===== config.mk =====
export PLATFORM = sky130hd
export DESIGN_NAME = edge_pwm_timer
export DESIGN_NICKNAME = d
export VERILOG_FILES = /design/src/rtl/ept_pkg.sv /design/src/rtl/ept_edge_detect.sv /design/src/rtl/ept_flags.sv /design/src/rtl/ept_core.sv /design/src/rtl/edge_pwm_timer.sv
export SDC_FILE = /design/constraint.sdc
export NUM_CORES = 1
export LEC_CHECK = 0
export CORE_MARGIN = 2
export CORE_UTILIZATION = 57
export DETAILED_ROUTE_END_ITERATION = 16
export HOLD_SLACK_MARGIN = 0.1
export PLACE_DENSITY_LB_ADDON = 0.15
export SLEW_MARGIN = 20
export SYNTH_ARGS = -nofsm -noshare
export SYNTH_HDL_FRONTEND = slang
export SYNTH_SLANG_ARGS = --single-unit

===== constraint.sdc =====
create_clock -name clk -period 11.6 [get_ports clk]
set_input_delay 2.9 -clock clk [delete_from_list [all_inputs] [get_ports clk]]
set_output_delay 2.9 -clock clk [all_outputs]
set_load 0.01 [all_outputs]

===== src/rtl/ept_pkg.sv =====
package ept_pkg;

    typedef enum logic [1:0] {
        MODE_COUNT = 2'b00,
        MODE_TIME  = 2'b01,
        MODE_PWM   = 2'b10,
        MODE_NONE  = 2'b11
    } mode_e;

    typedef enum logic [2:0] {
        ST_IDLE  = 3'd0,
        ST_COUNT = 3'd1,
        ST_HELD  = 3'd2,
        ST_STAMP = 3'd3,
        ST_WAVE  = 3'd4
    } state_e;

    localparam int FLAG_EVT   = 0;
    localparam int FLAG_MATCH = 1;
    localparam int NUM_FLAGS  = 2;

endpackage


===== src/rtl/ept_edge_detect.sv =====
module ept_edge_detect #(
    parameter int SYNC_STAGES = 2
) (
    input  logic       clk,
    input  logic       rst_n,
    input  logic       pin_in,
    input  logic [1:0] edge_sel,
    output logic       hit
);
    localparam int SH_W = SYNC_STAGES + 1;

    logic [SH_W-1:0] sh;
    logic            rise;
    logic            fall;

    always_ff @(posedge clk or negedge rst_n) begin
        if (!rst_n) sh <= '0;
        else        sh <= {sh[SH_W-2:0], pin_in};
    end

    assign rise = sh[SYNC_STAGES-1] & ~sh[SYNC_STAGES];
    assign fall = ~sh[SYNC_STAGES-1] & sh[SYNC_STAGES];

    always_comb begin
        unique case (edge_sel)
            2'b00:   hit = rise;
            2'b01:   hit = fall;
            default: hit = rise | fall;
        endcase
    end

    // cycles since reset, so that $past never reaches before it
    logic [3:0] age;
    always_ff @(posedge clk or negedge rst_n) begin
        if (!rst_n)          age <= '0;
        else if (age != 4'hF) age <= age + 4'd1;
    end

    p_rise_latency_r2: assert property (@(posedge clk) disable iff (!rst_n)
        (rise && (age > 4'(SYNC_STAGES))) |->
            ($past(pin_in, SYNC_STAGES) && !$past(pin_in, SYNC_STAGES + 1)));

    p_edge_select_r3: assert property (@(posedge clk) disable iff (!rst_n)
        (edge_sel == 2'b00 && fall) |-> !hit);

endmodule


===== src/rtl/ept_flags.sv =====
module ept_flags
    import ept_pkg::*;
(
    input  logic                 clk,
    input  logic                 rst_n,
    input  logic [NUM_FLAGS-1:0] set_in,
    input  logic [NUM_FLAGS-1:0] clr_in,
    input  logic [NUM_FLAGS-1:0] mask_in,
    output logic [NUM_FLAGS-1:0] raw,
    output logic [NUM_FLAGS-1:0] masked,
    output logic                 irq
);
    always_ff @(posedge clk or negedge rst_n) begin
        if (!rst_n) raw <= '0;
        else        raw <= (raw & ~clr_in) | set_in;
    end

    assign masked = raw & mask_in;
    assign irq    = |masked;

    for (genvar i = 0; i < NUM_FLAGS; i++) begin : g_chk
        p_set_wins_r10: assert property (@(posedge clk) disable iff (!rst_n)
            set_in[i] |=> raw[i]);
        p_clear_r10: assert property (@(posedge clk) disable iff (!rst_n)
            (clr_in[i] && !set_in[i]) |=> !raw[i]);
        p_hold_r10: assert property (@(posedge clk) disable iff (!rst_n)
            (!clr_in[i] && !set_in[i]) |=> $stable(raw[i]));
    end

endmodule


===== src/rtl/ept_core.sv =====
module ept_core
    import ept_pkg::*;
#(
    parameter int CW = 24
) (
    input  logic          clk,
    input  logic          rst_n,
    input  logic          enable,
    input  mode_e         mode,
    input  logic [CW-1:0] load_v,
    input  logic [CW-1:0] match_v,
    input  logic          hit,
    output logic [CW-1:0] cnt,
    output logic [CW-1:0] cap,
    output logic          evt_pulse,
    output logic          match_pulse,
    output logic          wave_hi
);
    state_e        st, st_n;
    logic [CW-1:0] cnt_n, cap_n, stepped;
    logic          evt_c, mth_c;

    // next state and datapath
    always_comb begin
        st_n    = st;
        cnt_n   = cnt;
        cap_n   = cap;
        evt_c   = 1'b0;
        mth_c   = 1'b0;
        stepped = (cnt > match_v) ? cnt - 1'b1 : cnt + 1'b1;
        unique case (st)
            ST_IDLE: begin
                if (enable) begin
                    unique case (mode)
                        MODE_COUNT: begin st_n = ST_COUNT; cnt_n = load_v; end
                        MODE_TIME:  begin st_n = ST_STAMP; cnt_n = load_v; end
                        MODE_PWM:   begin st_n = ST_WAVE;  cnt_n = load_v; end
                        default:    st_n = ST_IDLE;
                    endcase
                end
            end
            ST_COUNT: begin
                if (!enable) begin
                    st_n = ST_IDLE;
                end else if (hit) begin
                    if (cnt == match_v) begin
                        mth_c = 1'b1;
                        st_n  = ST_HELD;
                    end else begin
                        cnt_n = stepped;
                        if (stepped == match_v) begin
                            mth_c = 1'b1;
                            st_n  = ST_HELD;
                        end
                    end
                end
            end
            ST_HELD: begin
                if (!enable) st_n = ST_IDLE;
            end
            ST_STAMP: begin
                if (!enable) begin
                    st_n = ST_IDLE;
                end else begin
                    cnt_n = (cnt == '0) ? load_v : cnt - 1'b1;
                    if (hit) begin
                        cap_n = cnt;
                        evt_c = 1'b1;
                    end
                end
            end
            ST_WAVE: begin
                if (!enable) st_n = ST_IDLE;
                else         cnt_n = (cnt == '0) ? load_v : cnt - 1'b1;
            end
            default: st_n = ST_IDLE;
        endcase
    end

    // state register
    always_ff @(posedge clk or negedge rst_n) begin
        if (!rst_n) begin
            st  <= ST_IDLE;
            cnt <= '0;
            cap <= '0;
        end else begin
            st  <= st_n;
            cnt <= cnt_n;
            cap <= cap_n;
        end
    end

    // outputs
    always_comb begin
        evt_pulse   = evt_c;
        match_pulse = mth_c;
        wave_hi     = (st == ST_WAVE) && (cnt > match_v);
    end

    p_held_frozen_r4: assert property (@(posedge clk) disable iff (!rst_n)
        (st == ST_HELD) |=> $stable(cnt));

    p_stamp_copy_r5: assert property (@(posedge clk) disable iff (!rst_n)
        (st == ST_STAMP && enable && hit) |=> (cap == $past(cnt)));

    p_wave_reload_r7: assert property (@(posedge clk) disable iff (!rst_n)
        (st == ST_WAVE && enable && cnt == '0) |=> (cnt == $past(load_v)));

    p_reserved_idle_r12: assert property (@(posedge clk) disable iff (!rst_n)
        (st == ST_IDLE && mode == MODE_NONE) |=> (st == ST_IDLE));

endmodule


===== src/rtl/edge_pwm_timer.sv =====
module edge_pwm_timer
    import ept_pkg::*;
#(
    parameter int CNT_W       = 16,
    parameter int PSC_W       = 8,
    parameter bit PSC_EN      = 1'b1,
    parameter int SYNC_STAGES = 2,
    localparam int FULL_W     = CNT_W + (PSC_EN ? PSC_W : 0)
) (
    input  logic              clk,
    input  logic              rst_n,
    input  logic              enable,
    input  logic [1:0]        mode,
    input  logic [1:0]        edge_sel,
    input  logic              invert,
    input  logic [CNT_W-1:0]  load_val,
    input  logic [CNT_W-1:0]  match_val,
    input  logic [PSC_W-1:0]  psc_load,
    input  logic [PSC_W-1:0]  psc_match,
    input  logic              pin_in,
    input  logic [1:0]        irq_mask,
    input  logic [1:0]        irq_clear,
    output logic [FULL_W-1:0] count_val,
    output logic [FULL_W-1:0] capture_val,
    output logic              pwm_out,
    output logic [1:0]        irq_raw,
    output logic [1:0]        irq_masked,
    output logic              irq
);
    logic [FULL_W-1:0]    load_full, match_full;
    logic                 hit, evt_p, mth_p, wave_hi;
    logic [NUM_FLAGS-1:0] set_v;

    if (PSC_EN) begin : g_psc
        assign load_full  = {psc_load, load_val};
        assign match_full = {psc_match, match_val};
    end else begin : g_nopsc
        assign load_full  = load_val;
        assign match_full = match_val;
    end

    ept_edge_detect #(.SYNC_STAGES(SYNC_STAGES)) u_edge (
        .clk      (clk),
        .rst_n    (rst_n),
        .pin_in   (pin_in),
        .edge_sel (edge_sel),
        .hit      (hit)
    );

    ept_core #(.CW(FULL_W)) u_core (
        .clk         (clk),
        .rst_n       (rst_n),
        .enable      (enable),
        .mode        (mode_e'(mode)),
        .load_v      (load_full),
        .match_v     (match_full),
        .hit         (hit),
        .cnt         (count_val),
        .cap         (capture_val),
        .evt_pulse   (evt_p),
        .match_pulse (mth_p),
        .wave_hi     (wave_hi)
    );

    always_comb begin
        set_v             = '0;
        set_v[FLAG_EVT]   = evt_p;
        set_v[FLAG_MATCH] = mth_p;
    end

    ept_flags u_flags (
        .clk     (clk),
        .rst_n   (rst_n),
        .set_in  (set_v),
        .clr_in  (irq_clear),
        .mask_in (irq_mask),
        .raw     (irq_raw),
        .masked  (irq_masked),
        .irq     (irq)
    );

    assign pwm_out = invert ^ wave_hi;

    p_idle_level_r8: assert property (@(posedge clk) disable iff (!rst_n)
        (!enable && $past(!enable)) |-> (pwm_out == invert));

endmodule


---- Word-level counts from Yosys, hierarchy flattened ----
Index checks and enable logic that the tools add are counted.
word-level totals
  flip-flop bits (word level) ............. 56
  bits of input ports ..................... 61
  output and inout port bits .............. 54
  word-level logic and storage cells ...... 75
cells by class
  add/sub/neg operators ................... 2
  magnitude comparators ................... 1
  equality and inequality tests ........... 18
  mux-type cells .......................... 26
  bitwise logic cells ..................... 10
  reductions and logical operators ........ 13
operators by type and width
  cell                   number
  $mux 24                8
  $pmux 24 s3            1
  $eq 24x24->1           2
  $add 24x1->24 const B  1
  $gt 24x24->1           1
  $logic_not 24->1       1
  $sub 24x1->24 const B  1
  $mux 3                 6
  $pmux 3 s3             2
  $ne 2x2->1 const B     6
  $mux 1                 8
  $reduce_and 7->1       1
  $eq 3x2->1 const B     2
  $reduce_or 3->1        2
  $and 2x2->2            2
  $eq 2x1->1 const B     2
  $logic_not 2->1        2
  $ne 4x2->1 const B     1
  $reduce_and 4->1       1
  $reduce_or 2->1        2
  $eq 3x1->1 const B     1
  $eq 3x3->1 const B     1
  $logic_not 3->1        1
  $ne 3x3->1 const B     1
  12 further kinds       14

---- Logic depth before layout (Yosys ltp) ----
  depth in word-level cells ............... 9
  mapped depth ............................ 17
  depth with buffers taken out ............ 13

---- Cells and area by module ----
Synthesis repeated with hierarchy kept, for this count alone.
unflattened totals
  cell total of the unflattened synthesis .. 796
  area total of the unflattened synthesis .. 5,919.4 um2
modules (own cells, without submodules)
  module           times used  cells an instance  area an instance (um2)  sequential area each (um2)
  ept_core         1           777                5,686.7                 1,276.2
  ept_edge_detect  1           9                  127.6                   75.1
  ept_flags        1           9                  96.3                    50.0
  edge_pwm_timer   1           1                  8.8                     0.0

---- Least setup slack after synthesis ----
OpenSTA, ideal clock, no wires.
  kind .................................... input port to output port
  start point ............................. input psc_match[5]
  end point ............................... output pwm_out
  arrival time ............................ 5.281 ns
  required time ........................... 8.700 ns
  setup slack ............................. 3.419 ns
  cell stages on the path ................. 12
  path buffers ............................ 4
  path through ............................ inv_1 ha_1 nand4_2 or4_1 and3_1 buf_6 a21o_1 buf_6 buf_4 buf_1 nor2_1 xor2_1
on the way
  cells in the longest elaborated chain, start to end .. 3
ends and longest elaborated chain
  element            RTL line              RTL
  start, declared    edge_pwm_timer.sv:19  input logic [PSC_W-1:0] psc_match,
  $gt 24x24->1       ept_core.sv:97        wave_hi = (st == ST_WAVE) && (cnt > match_v);
  $logic_and 1x1->1  ept_core.sv:97
  $xor 1x1->1        edge_pwm_timer.sv:82  assign pwm_out = invert ^ wave_hi;
  end, declared      edge_pwm_timer.sv:25  output logic pwm_out,
No other way between the ends.

---- Worst setup path after layout ----
  start point ............................. input psc_match[3]
  end point ............................... output pwm_out
Same word-level chain as after synthesis.

==> metrics <==
maximum number of pins on one net before global-route repair=57; post-cts resize count=0; outcome=finished clean; required time of the critical path=about 8.7 ns; overall routing resource usage=37.54%; antenna-violating nets left=0; final critical path time including I/O delays and setup=8.983 ns; number of instances in the synthesized netlist=681; Critical Path Slowest Stage Cell=nor4_2; FF-to-FF Start=u_core.cnt[0]; clock tree from TritonCTS=built; startpoint type of the worst setup path=primary input; Relative slew margins=32.74%; initial antenna violation count=0; total number of placement rows=35; combinational power share=62.4%; hold crit path type=flop to flop; number of optimization iterations in the first detailed-route pass=6; Clock transition at path regs=0.11 ns; design internal power=0.0007264 W; Setup CP Type=primary input to output port; Post-CTS Setup Bufs=0; placed cell area=6530 um^2; diode insertion count for antenna repair=0; worst-case reg-to-reg path depth=13; capturing element of the worst setup path=pwm_out; reported max-cap violation count=0; per-cell routed wire length=roughly 22 um; core area=9196 um^2; first-pass GRT wire length=29.82 mm; critical path peak fanout=8; global route total overflow=0; layout cell share with drive strength beyond 1=5.346%; leading cell types by total area after synthesis=dfrtp_1 (26%), ha_1 (6.7%), xnor2_1 (6.3%); final count of pins violating max slew=0; clock latency at the later pin of the worst-skew pair=0.32 ns; nets@finish=approximately 860; I/O pin count=115; final core area utilization=72.00%; floorplan die area=10240 um^2; number of register bits inferred by synthesis=56; most frequent cells in the layout=clkdlybuf4s50_1 (113), nand2_1 (59), o21ai_0 (58), dfrtp_1 (56), nor2_1 (47); start point of the critical path=psc_match[3]; Critical Path Sink Type=output port; share of power burned in registers=29.6%; summed instance area of the synthesized netlist=5384 um^2; average cell area after synthesis=7.906 um^2; aggregate negative setup slack=0 ns; number of input and output port buffers inserted=114; predominant post-synthesis flop cell=dfrtp_1; aggregate routed wire length=19.06 mm; TritonCTS sink count=56; post-DP HPWL=between 10 and 15 mm; instance count after placement with tap cells included=870; portion of the post-synthesis area used by sequential elements=26.03%; Buf/Inv on CP=3; fillers=750; fraction of registers with async set/reset=100.0%; net load switching power=0.0007609 W; endpoints failing hold=0; cell accounting for the most synthesized area=dfrtp_1; period utilisation layout=77.44%; Starting DRT DRC Count=824; Unique masters post-synth=69; routability-driven placement congestion ratio=1.083; per-cell via count in the routed design=6.687; total of hold buffers inserted after clock tree synthesis=0; number of levels in the clock H-tree=2; Non-Filler Cell Area, Final=6621 um^2; DRC violation count after routing=0; transition time at the pin with the least slew margin=1.009 ns; worst clock skew on the final layout=0.008872 ns; top-area cell type share of the netlist area=26.03%; unrepaired setup endpoints after global routing=false; sw frac=51.16%; synthesized netlist net count=a little under 800; buffer cell driving the clock tree root=clkbuf_8; Pwr per Cell Area=224.6 nW/um^2; Leakage=2.771 nW; final number of setup-violating endpoints=0; area added between synthesis and finish=22.98%; R2R Setup Slk=6.31 ns; clock network fraction of total power=8.0%; Post-synth EDFFs=0; maximum frequency from static timing analysis=0.1113 GHz; critical register-to-register path endpoint=u_core.st[1]; CTS max path bufs=2; Yosys warning total=0; data arrival time of the critical path=6.08 ns; starting density of the core=58.54%; count of vias placed by the detailed router=5871; CTS buffer count=5; die height=101.2 um; Cell Count, Final, Fillers Out=878; CP Cell Sequence=clkdlybuf4s50_1 > inv_1 > ha_1 > nand4_1 > nor4_2 > and2_0 > a21o_1 > nor2_1 > xor2_1 > clkdlybuf4s50_1; cell depth of the worst setup path=10; maximum vdd ir drop=about 0.00014 V; width of the chip=between 100 and 150 um; CP most frequent cell=clkdlybuf4s50_1; Top delay family on crit path=simple AND/OR/NAND/NOR gates; Largest stage delay, worst path=0.68 ns; commonest non-fill, non-tap cell in the layout=clkdlybuf4s50_1; area of combinational cells with multiple inputs=3640 um^2; vias in the first global route=5669; sequential cell area=1401 um^2
[area by class of cell]
| cell class | instances | share of cell area [%] |
|---|---|---|
| multi-input combinational | 539 | 54.97 |
| sequential | 56 | 21.16 |
| timing repair buffer | 121 | 17.95 |
| inverter | 43 | 2.438 |
| tap | 111 | 2.098 |
| clock buffer | 5 | 1.039 |
| clock inverter | 3 | 0.3401 |
[per-layer routing]
| metal | wire (um) | GRT usage [%] | part of all wire (%) |
|---|---|---|---|
| met1 | 7646 | 51.34 | 40 |
| met2 | 8551 | 58.43 | 45 |
| met3 | 2055 | 6.280 | 11 |
| met4 | 802 | 16.94 | 4.2 |
| met5 | 0 | 0 | 0 |
[sequential cells by signal, indices dropped and copies added (netlist names)]
register,flops
u_core.cap,24
u_core.cnt,24
u_core.st,3
u_edge.sh,3
u_flags.raw,2
[kinds of logic (layout without fill, tap and decap cells)]
logic type,after synthesis,count (layout),synth area share (%)
adder cells (fa/ha/maj),30,30,6.925
AND/OR/NAND/NOR,239,239,22.71
AO/OA/AOI/OAI,177,177,21.59
flip-flops,56,56,26.03
XOR/XNOR,58,58,9.435
buffers and inverters,86,172,6.367
multiplexers,35,35,6.948
[cell usage after synthesis (8+ instances only)]
| master | count |
|---|---|
| a211oi_1 | 8 |
| a21oi_1 | 34 |
| and3_1 | 13 |
| clkbuf_1 | 37 |
| dfrtp_1 | 56 |
| ha_1 | 29 |
| inv_1 | 43 |
| mux2_2 | 15 |
| mux2i_1 | 19 |
| nand2_1 | 59 |
| nand3_1 | 16 |
| nand4_1 | 14 |
| nor2_1 | 47 |
| nor3_1 | 25 |
| nor4_1 | 11 |
| o21ai_0 | 58 |
| o22ai_1 | 9 |
| or3_1 | 10 |
| xnor2_1 | 39 |
| xor2_1 | 19 |
[worst min-delay path by stage]
stage | startpoint | to | slack [ns] | cells after the start
5_1_grt | u_edge.sh[0] | u_edge.sh[1] | 0.39 | 0
2_1_floorplan | u_edge.sh[0] | u_edge.sh[1] | 0.33 | 0
3_5_place_dp | u_edge.sh[0] | u_edge.sh[1] | 0.37 | 0
3_3_place_gp | u_edge.sh[0] | u_edge.sh[1] | 0.34 | 0
4_1_cts | u_edge.sh[0] | u_edge.sh[1] | 0.39 | 0
6_report | u_edge.sh[0] | u_edge.sh[1] | 0.38 | 0
[worst reg2reg max path: cells and delay by family, from the launching register on]
kind	cells	cell delay, ns
AND/OR/NAND/NOR	6	2.36
flip-flops	1	0.49
AO/OA/AOI/OAI	4	1.40
buffers and inverters	1	0.26
XOR/XNOR	1	0.27
adder cells (fa/ha/maj)	1	0.43
[metrics by stage]
stage	power [W]	hold slack (ns)	worst slack (ns)
finish	0.001487	0.3817	2.617
global route	0.001573	0.3950	2.413
CTS	0.001459	0.3912	2.668
detailed placement	0.001337	0.3655	2.679
global placement	0.001304	0.3389	2.814
floorplan	0.0009642	0.3312	3.419
[power by group through the flow]
stage	sequential [W]	clock (W)	combinational, W
final	0.000440	0.000119	0.000928
after global routing	0.000453	0.000126	0.000994
after CTS	0.000432	0.000120	0.000907
after detailed placement	0.000435	0	0.000902
after global placement	0.000429	0	0.000875
after floorplan	0.000370	0	0.000595
(Power assumes the default switching activity.)
